File: src/rtl/muldiv_pkg.sv
package muldiv_pkg;

    // Operation code; bit 1 selects divide, bit 0 selects unsigned.
    typedef enum logic [1:0] {
        OP_MULT  = 2'b00,
        OP_MULTU = 2'b01,
        OP_DIV   = 2'b10,
        OP_DIVU  = 2'b11
    } md_op_e;

    typedef enum logic [1:0] {
        ST_IDLE = 2'd0,
        ST_RUN  = 2'd1,
        ST_FIX  = 2'd2,
        ST_DONE = 2'd3
    } md_state_e;

endpackage

File: src/rtl/muldiv_prep.sv
// Converts operands to magnitudes and decides which results need negation.
module muldiv_prep #(
    parameter int WIDTH = 32
) (
    input  logic [WIDTH-1:0] a_i,
    input  logic [WIDTH-1:0] b_i,
    input  logic [1:0]       op_i,
    output logic [WIDTH-1:0] mag_a_o,
    output logic [WIDTH-1:0] mag_b_o,
    output logic             neg_main_o,
    output logic             neg_rem_o
);
    logic is_signed;
    logic a_neg;
    logic b_neg;

    always_comb begin
        is_signed  = ~op_i[0];
        a_neg      = is_signed & a_i[WIDTH-1];
        b_neg      = is_signed & b_i[WIDTH-1];
        mag_a_o    = a_neg ? (~a_i + 1'b1) : a_i;
        mag_b_o    = b_neg ? (~b_i + 1'b1) : b_i;
        // product or quotient is negative when exactly one operand is
        neg_main_o = a_neg ^ b_neg;
        // remainder follows the dividend, only meaningful for divide
        neg_rem_o  = a_neg & op_i[1];
    end
endmodule

File: src/rtl/muldiv_step.sv
// One iteration of either shift-add multiply or restoring divide.
// Work register layout: upper WIDTH+1 bits partial sum / remainder,
// lower WIDTH bits multiplier / dividend-quotient.
module muldiv_step #(
    parameter int WIDTH = 32
) (
    input  logic [2*WIDTH:0] work_i,
    input  logic [WIDTH-1:0] opnd_i,
    input  logic             is_div_i,
    output logic [2*WIDTH:0] work_o
);
    logic [WIDTH:0] add_sum;
    logic [WIDTH:0] shifted;
    logic [WIDTH:0] trial;
    logic           below;

    always_comb begin
        add_sum = work_i[2*WIDTH:WIDTH]
                + (work_i[0] ? {1'b0, opnd_i} : '0);
        shifted = {work_i[2*WIDTH-1:WIDTH], work_i[WIDTH-1]};
        trial   = shifted - {1'b0, opnd_i};
        below   = trial[WIDTH];
        if (is_div_i) begin
            work_o = {(below ? shifted : trial), work_i[WIDTH-2:0], ~below};
        end else begin
            work_o = {1'b0, add_sum, work_i[WIDTH-1:1]};
        end
    end
endmodule

File: src/rtl/muldiv_hilo.sv
module muldiv_hilo #(
    parameter int WIDTH = 32
) (
    input  logic             clk,
    input  logic             rst_n,
    input  logic             start,
    input  logic [1:0]       op,
    input  logic [WIDTH-1:0] src_a,
    input  logic [WIDTH-1:0] src_b,
    output logic             busy,
    output logic             done,
    output logic [WIDTH-1:0] hi_rd,
    output logic [WIDTH-1:0] lo_rd
);
    import muldiv_pkg::*;

    localparam int CNT_W  = $clog2(WIDTH);
    localparam int WORK_W = 2 * WIDTH + 1;
    localparam logic [CNT_W-1:0] LAST_STEP = CNT_W'(WIDTH - 1);

    md_state_e         state_q, state_nx;
    logic [CNT_W-1:0]  step_q;
    logic [WORK_W-1:0] work_q, work_nx;
    logic [WIDTH-1:0]  opnd_q;
    md_op_e            op_q;
    logic              neg_main_q, neg_rem_q;
    logic [WIDTH-1:0]  hi_q, lo_q;

    logic [WIDTH-1:0]   mag_a, mag_b;
    logic               neg_main, neg_rem;
    logic               accept;
    logic [2*WIDTH-1:0] prod_fixed;
    logic [WIDTH-1:0]   quot_fixed, rem_fixed;

    muldiv_prep #(.WIDTH(WIDTH)) u_prep (
        .a_i       (src_a),
        .b_i       (src_b),
        .op_i      (op),
        .mag_a_o   (mag_a),
        .mag_b_o   (mag_b),
        .neg_main_o(neg_main),
        .neg_rem_o (neg_rem)
    );

    muldiv_step #(.WIDTH(WIDTH)) u_step (
        .work_i  (work_q),
        .opnd_i  (opnd_q),
        .is_div_i(op_q[1]),
        .work_o  (work_nx)
    );

    assign accept = start & ~busy;

    // state register
    always_ff @(posedge clk or negedge rst_n) begin
        if (!rst_n) state_q <= ST_IDLE;
        else        state_q <= state_nx;
    end

    // next-state logic
    always_comb begin
        state_nx = state_q;
        unique case (state_q)
            ST_IDLE: if (accept) state_nx = ST_RUN;
            ST_RUN:  if (step_q == LAST_STEP) state_nx = ST_FIX;
            ST_FIX:  state_nx = ST_DONE;
            ST_DONE: state_nx = accept ? ST_RUN : ST_IDLE;
        endcase
    end

    // outputs
    always_comb begin
        busy = (state_q == ST_RUN) || (state_q == ST_FIX);
        done = (state_q == ST_DONE);
    end

    // sign correction applied to the finished magnitudes
    always_comb begin
        prod_fixed = neg_main_q ? (~work_q[2*WIDTH-1:0] + 1'b1)
                                : work_q[2*WIDTH-1:0];
        quot_fixed = neg_main_q ? (~work_q[WIDTH-1:0] + 1'b1)
                                : work_q[WIDTH-1:0];
        rem_fixed  = neg_rem_q  ? (~work_q[2*WIDTH-1:WIDTH] + 1'b1)
                                : work_q[2*WIDTH-1:WIDTH];
    end

    // datapath registers
    always_ff @(posedge clk or negedge rst_n) begin
        if (!rst_n) begin
            step_q     <= '0;
            work_q     <= '0;
            opnd_q     <= '0;
            op_q       <= OP_MULT;
            neg_main_q <= 1'b0;
            neg_rem_q  <= 1'b0;
            hi_q       <= '0;
            lo_q       <= '0;
        end else begin
            unique case (state_q)
                ST_IDLE, ST_DONE: begin
                    if (accept) begin
                        step_q     <= '0;
                        work_q     <= {{(WIDTH+1){1'b0}}, mag_a};
                        opnd_q     <= mag_b;
                        op_q       <= md_op_e'(op);
                        neg_main_q <= neg_main;
                        neg_rem_q  <= neg_rem;
                    end
                end
                ST_RUN: begin
                    work_q <= work_nx;
                    step_q <= step_q + 1'b1;
                end
                ST_FIX: begin
                    if (op_q[1]) begin
                        hi_q <= rem_fixed;
                        lo_q <= quot_fixed;
                    end else begin
                        hi_q <= prod_fixed[2*WIDTH-1:WIDTH];
                        lo_q <= prod_fixed[WIDTH-1:0];
                    end
                end
            endcase
        end
    end

    assign hi_rd = hi_q;
    assign lo_rd = lo_q;

endmodule

File: config.mk
export PLATFORM = sky130hd
export DESIGN_NAME = muldiv_hilo
export DESIGN_NICKNAME = d
export VERILOG_FILES = /design/src/rtl/muldiv_pkg.sv /design/src/rtl/muldiv_prep.sv /design/src/rtl/muldiv_step.sv /design/src/rtl/muldiv_hilo.sv
export SDC_FILE = /design/constraint.sdc
export NUM_CORES = 1
export LEC_CHECK = 0
export CORE_ASPECT_RATIO = 0.8
export CORE_MARGIN = 8
export CORE_UTILIZATION = 55
export CTS_BUF_LIST = sky130_fd_sc_hd__clkbuf_16
export CTS_CLUSTER_SIZE = 10
export DETAILED_ROUTE_END_ITERATION = 10
export PLACE_DENSITY = 0.8
export SLEW_MARGIN = 20
export SYNTH_ARGS = -nofsm -noshare
export SYNTH_HDL_FRONTEND = slang
export SYNTH_SLANG_ARGS = --single-unit
export TNS_END_PERCENT = 5
File: constraint.sdc
create_clock -name clk -period 5.2 [get_ports clk]
set_input_delay 0.52 -clock clk [delete_from_list [all_inputs] [get_ports clk]]
set_output_delay 0.52 -clock clk [all_outputs]
set_load 0.01 [all_outputs]
==> flow_metrics.py, run 1 <==
metrics = {
    "sta": {
        "finalWorstSetupSlack_ps": 825.8,
        "skew_ps": 16.50,
        "finalSetupTns_ps": 0,
        "tightest_slew_ps": 1151,
        "period_share_pct": 84.12,
        "finalHoldViolCount": 0,
        "finalMaxSlewViolations": 0,
        "rsz0062_at_grt": "false",
        "slew_headroom_pct": 23.26,
        "max_freq_ghz": 0.2286,
        "fin_crit_ps": 4374,
        "final-setup-viol-count": 0,
    },
    "clock_network": {
        "clock-sinks": 171,
        "cts_buffers": 17,
        "clock_path_buffers": 2,
        "clk_pin_slew_worst_paths_ps": 80,
        "cts_setup_buffers": 0,
        "cts_resized": 0,
        "cts_tree": "yes",
        "clock-root-buffer": "clkbuf_16",
        "cts_hold_buf": 0,
        "cts.htree.levels": 4,
        "clock_latency_ps": 450,
    },
    "placement": {
        "place_congestion": 1.007,
        "dpl_cell_area_mm2": 0.01565,
        "pre_cts_ws_ps": 911.8,
        "io_buffers": 134,
        "hpwl_mm": 35.02,
    },
    "layout": {
        "antenna_cells": 0,
        "areaGrowthSynthToFinish_pct": 14.95,
        "layout-drive-gt1-share_pct": 5.582,
        "design_area_mm2": 0.01621,
        "regArea_mm2": 0.004280,
        "nFillCells": 2242,
        "multi_input_area_mm2": 0.009244,
        "finalNetCount": 1996,
        "final_util_pct": 64.22,
    },
    "synthesis": {
        "synth_area_per_cell_um2": 7.942,
        "ys_async_sr_fraction_pct": 100.0,
        "ys_ff_latch": 171,
        "postSynthNetCount": 1922,
        "synth_area_mm2": 0.01410,
        "synth_ff_type": "dfrtp_1",
        "synth_top_area_share_pct": 30.34,
        "yosysMostFrequentCell": "nand2_1",
        "synth.distinct_cells": 74,
        "yosys-top-cells-count": "nand2_1, o21ai_0, a21oi_1, dfrtp_1, nor2_1",
        "yosysSeqAreaShare_pct": 30.34,
        "netlist_top_cells_area": "dfrtp_1, ha_1, o21ai_0, a21oi_1, nand2_1",
        "yosys.area.top_type": "dfrtp_1",
        "synth_edf_count": 0,
        "synth_cells": 1776,
        "yosys_warnings": 0,
    },
    "floorplan": {
        "die_y_um": 159.2,
        "die_w_um": 195.0,
        "rows": 52,
        "core_region_area_mm2": 0.02524,
        "die_area_mm2": 0.03106,
        "num_io_pins": 135,
        "initial_core_util_pct": 55.87,
    },
    "worst_setup_path": {
        "cp-start-kind": "flop",
        "cp.arrival_ps": 4700,
        "end_kind": "flop",
        "crit_path_max_fanout": 23,
        "crit_required_ps": 5520,
        "path_class": "flop to flop",
    },
    "run": {
        "max_cap_violations": 0,
    },
    "detailed_routing": {
        "wl_per_cell_um": 21.16,
        "drt_iter0_drc": 1582,
        "drt_wl_total_mm": 46.28,
        "ant_nets": 0,
        "vias": 13660,
        "drcViolationCount": 0,
        "routed_via_density": 6.247,
        "first_pass_iters": 6,
    },
    "global_route": {
        "grt_max_degree": 90,
        "track_usage_pct": 29.27,
        "grt_pass1_vias": 12560,
        "grt.overflow.total": 0,
        "grt_antenna_before_repair": 1,
        "grt_pass1_wl_mm": 72.97,
    },
    "pwr": {
        "powerDensity_mw_per_mm2": 730.4,
        "vdd_ir_drop_max_mv": 0.5647,
        "p_leak_nw": 7.090,
        "p_total_mw": 11.84,
    },
    "run_status": {
        "status": "complete, no violations",
    },
    "min_path": {
        "hold_class": "input port to async pin",
    },
}
[metrics by stage]
stage / cells / hold slack, ps
2_1_floorplan: 1776 / 224.4
3_3_place_gp: 2155 / 463.7
3_5_place_dp: 2155 / 470.2
4_1_cts: 2187 / 135.0
5_1_grt: 2187 / 170.8
6_report: 2187 / 111.6
[cell usage in the layout, fill, tap and decap left out, types with 68 or more instances in the layout]
| cell | netlist | final |
|---|---|---|
| xnor2_1 | 83 | 83 |
| nor2_1 | 165 | 165 |
| xor2_1 | 83 | 83 |
| inv_1 | 67 | 68 |
| ha_1 | 75 | 73 |
| dfrtp_1 | 171 | 170 |
| nand2_1 | 212 | 212 |
| o21ai_0 | 184 | 184 |
| a21oi_1 | 180 | 179 |
| clkdlybuf4s50_1 | 0 | 133 |
[kinds of logic after synthesis]
| kind of cell | synth area share [%] |
|---|---|
| AO/OA/AOI/OAI | 23.82 |
| XOR/XNOR | 10.31 |
| adder cells (fa/ha/maj) | 6.937 |
| buffers and inverters | 4.347 |
| flip-flops | 30.34 |
| multiplexers | 4.444 |
| AND/OR/NAND/NOR | 19.81 |
[worst paths after layout]
path	start	to	slack [ps]	cells after the start
max	work_q[48]	work_q[57]	830	15
min in group clk	opnd_q[25]	opnd_q[25]	480	2
max reg2reg	work_q[48]	work_q[57]	830	15
min	rst_n	hi_rd[23]	110	1
min reg2reg	opnd_q[25]	opnd_q[25]	480	2
max in group asynchronous	rst_n	op_q[1]	4090	2
[state kept, by name, summed over array words and instances, names as in the netlist]
name,flops
state_q,2
step_q,5
neg_rem_q,1
lo_rd,32
opnd_q,32
neg_main_q,1
hi_rd,32
work_q,65
op_q,1
[routing by layer]
layer / wire, um / vias to the layer above / share of wire [%] / GRT usage (%)
li1: - / 6471 / - / -
met1: 21450 / 6542 / 46 / 43.03
met2: 19800 / 592 / 43 / 42.36
met3: 4156 / 56 / 9.0 / 6.717
met4: 862 / 2 / 1.9 / 7.740
met5: 12 / - / 0.026 / 0
[area by class of cell]
cell class / count / share of cell area, %
Clock buffer: 17 / 2.624
Clock inverter: 15 / 0.8103
Inverter: 67 / 1.551
Multi-Input combinational cell: 1443 / 57.02
Sequential cell: 171 / 26.40
Tap cell: 324 / 2.500
Timing Repair Buffer: 150 / 9.099
[power breakdown]
part / total (mW) / internal, mW / switching [mW]
logic: 7.77 / 3.04 / 4.73
clock network: 1.25 / 0.629 / 0.620
registers: 2.82 / 1.95 / 0.869
total: 11.8 / 5.62 / 6.22
[worst max-delay path, stage by stage (launching register included)]
cell and delay, ps:
dfrtp_1 510, ha_1 450, a211oi_1 400, o211ai_1 170, a31oi_1 240, nor3b_1 280, a21oi_1 120, o21ai_0 230
nand2b_1 90, a21o_1 180, ha_1 280, inv_1 650, nor3_1 110, mux2i_1 160, a21oi_1 90, a221o_1 270
(Power assumes the default switching activity.)
==> inputs of run 2 (changes only) <==
CORE_UTILIZATION = 53   (was 55)
PLACE_DENSITY = 0.81   (was 0.8)
clock period = 3.6 ns   (was 5.2 ns; I/O delays follow)
==> flow_metrics.py, run 2 (synthesis results as in run 1) <==
metrics = {
    "layout": {
        "regMostFlops": "work_q",
        "layout-drive-gt1-share_pct": 12.65,
        "nFillCells": 2136,
        "stdcell_count": 2349,
        "final_util_pct": 66.61,
        "layout_commonest_cell": "nand2_1",
        "areaGrowthSynthToFinish_pct": 23.69,
        "largest_reg_flops": 65,
        "antenna_cells": 0,
        "finalNetCount": 2125,
        "layout.cells.most_common_list": "nand2_1, o21ai_0, a21oi_1, dfrtp_1, nor2_1",
    },
    "global_route": {
        "grt_antenna_before_repair": 0,
        "grt_pass1_vias": 13470,
        "track_usage_pct": 28.72,
        "grt_pass1_wl_mm": 73.62,
        "grt.overflow.total": 0,
        "grt_max_degree": 77,
    },
    "worst_setup_path": {
        "crit_required_ps": 3920,
        "crit_chain": "inv_1 > ha_1 > a211oi_2 > o211ai_1 > a31oi_1 > nor3b_2 > a21oi_2 > o21ai_2 > nand2b_1 > a21o_1 > ha_4 > buf_6 > mux2_2 > nand2_1 > o21ai_0 > a22o_1",
        "cp.arrival_ps": 3840,
        "critical-path-top-delay-family": "compound AO/OA/AOI/OAI gates",
        "crit_path_max_fanout": 10,
        "cp-start-kind": "flop",
        "end_kind": "flop",
        "slowest_delay_ps": 360,
        "crit_buf_inv": 2,
        "path_class": "flop to flop",
        "crit_slowest_cell": "dfrtp_1",
    },
    "pwr": {
        "power_switching_mw": 9.263,
        "comb_power_share_pct": 69.2,
        "p_leak_nw": 7.806,
        "pwr-share-clk_pct": 10.6,
        "powerDensity_mw_per_mm2": 1059,
        "vdd_ir_drop_max_mv": 0.5279,
        "share_seq_of_total_power_pct": 20.2,
        "internal_power_mw": 9.219,
        "switching_share_pct": 50.12,
    },
    "clock_network": {
        "cts.htree.levels": 4,
        "cts_buffers": 17,
        "clock_latency_ps": 450,
        "clock-root-buffer": "clkbuf_16",
        "cts_tree": "yes",
        "clock_path_buffers": 2,
        "clk_pin_slew_worst_paths_ps": 90,
        "clock-sinks": 171,
    },
    "placement": {
        "hpwl_mm": 36.42,
        "io_buffers": 134,
        "dp.cells": 2311,
        "pre_cts_ws_ps": 15.18,
        "place_congestion": 1.023,
    },
    "floorplan": {
        "rows": 53,
        "die_area_mm2": 0.03212,
        "initial_core_util_pct": 53.85,
        "core_region_area_mm2": 0.02619,
        "die_y_um": 161.9,
        "num_io_pins": 135,
        "die_w_um": 198.4,
    },
    "run": {
        "max_cap_violations": 0,
    },
    "detailed_routing": {
        "drt_wl_total_mm": 47.68,
        "drt_iter0_drc": 1595,
        "ant_nets": 0,
        "vias": 14380,
        "wl_per_cell_um": 20.30,
        "first_pass_iters": 6,
        "drcViolationCount": 0,
        "routed_via_density": 6.122,
    },
    "sta": {
        "max_freq_ghz": 0.2846,
        "finalWorstSetupSlack_ps": 85.89,
        "period_share_pct": 97.61,
        "skew_ps": 19.43,
        "slew_headroom_pct": 43.68,
        "finalHoldViolCount": 0,
        "finalMaxSlewViolations": 0,
        "rsz0062_at_grt": "true",
        "tightest_slew_ps": 844.8,
        "final-setup-viol-count": 0,
        "fin_crit_ps": 3514,
        "finalSetupTns_ps": 0,
    },
    "run_status": {
        "status": "complete, no violations",
    },
    "min_path": {
        "hold_class": "input port to async pin",
    },
}
==> run 2: cell types whose count changed in the layout (fill, tap and decap cells not counted), sizes merged <==
cell | previous run | this run
dlygate4sd3 | 0 | 1
clkinvlp | 4 | 0
clkinv | 2 | 7
inv | 76 | 75
buf | 17 | 145
==> run 2: worst paths after layout <==
path                            start         end  slack (ps)  cells past startpoint
max reg2reg                opnd_q[18]  work_q[42]          90                     16
min                             rst_n    hi_rd[6]         470                      2
max in group asynchronous       rst_n  work_q[58]        2170                      3
min in group clk           opnd_q[15]  opnd_q[15]         490                      2
max                        opnd_q[18]  work_q[42]          90                     16
min reg2reg                opnd_q[15]  opnd_q[15]         490                      2
==> run 2: stage by stage <==
stage | hold slack [ps] | cell area [um^2] | power, mW
2_1_floorplan | 64.41 | 14110 | 11.39
3_3_place_gp | 418.7 | 16660 | 15.61
3_5_place_dp | 425.3 | 16660 | 15.85
4_1_cts | 484.4 | 17300 | 17.92
5_1_grt | 517.6 | 17450 | 19.74
6_report | 474.4 | 17450 | 18.48
==> run 2: cell type report <==
cell class / count / area [um^2] / share of cell area [%]
clock buffer: 17 / 425.4 / 2.438
multi-input combinational: 1443 / 9349 / 53.59
sequential: 171 / 4280 / 24.53
clock inverter: 15 / 198.9 / 1.140
tap: 357 / 446.7 / 2.560
timing repair buffer: 279 / 2495 / 14.30
inverter: 67 / 251.5 / 1.441
==> run 2: routing by layer <==
layer  global-route usage (%)  up-vias  wire [um]
met1                    41.27     6764      20800
met5                        0        -          0
li1                         -     6731          -
met4                    7.794        0       1288
met3                    7.031      117       5311
met2                    42.29      768      20280
==> run 2: timing repair <==
action,4_1_cts,5_1_grt
pin swaps,1,9
buffers inserted,0,5
hold buffers,1,0
endpoints found under the setup margin,2,32
endpoints found under the hold margin,54,0
resized for setup,1,27
==> run 2: power groups by stage <==
| stage | clock network (mW) | logic [mW] | registers, mW |
|---|---|---|---|
| after floorplan | 0 | 7.74 | 3.66 |
| after global placement | 0 | 11.9 | 3.67 |
| after detailed placement | 0 | 12.1 | 3.72 |
| after CTS | 1.97 | 12.3 | 3.69 |
| after global routing | 2.05 | 13.9 | 3.82 |
| final | 1.95 | 12.8 | 3.73 |
==> run 2: worst register-to-register path, delay by kind of cell, from the launching register on <==
kind / cells / cell delay, ps
AO/OA/AOI/OAI: 8 / 1510
adder cells (fa/ha/maj): 2 / 590
buffers and inverters: 2 / 220
flip-flops: 1 / 360
multiplexers: 1 / 340
AND/OR/NAND/NOR: 3 / 370
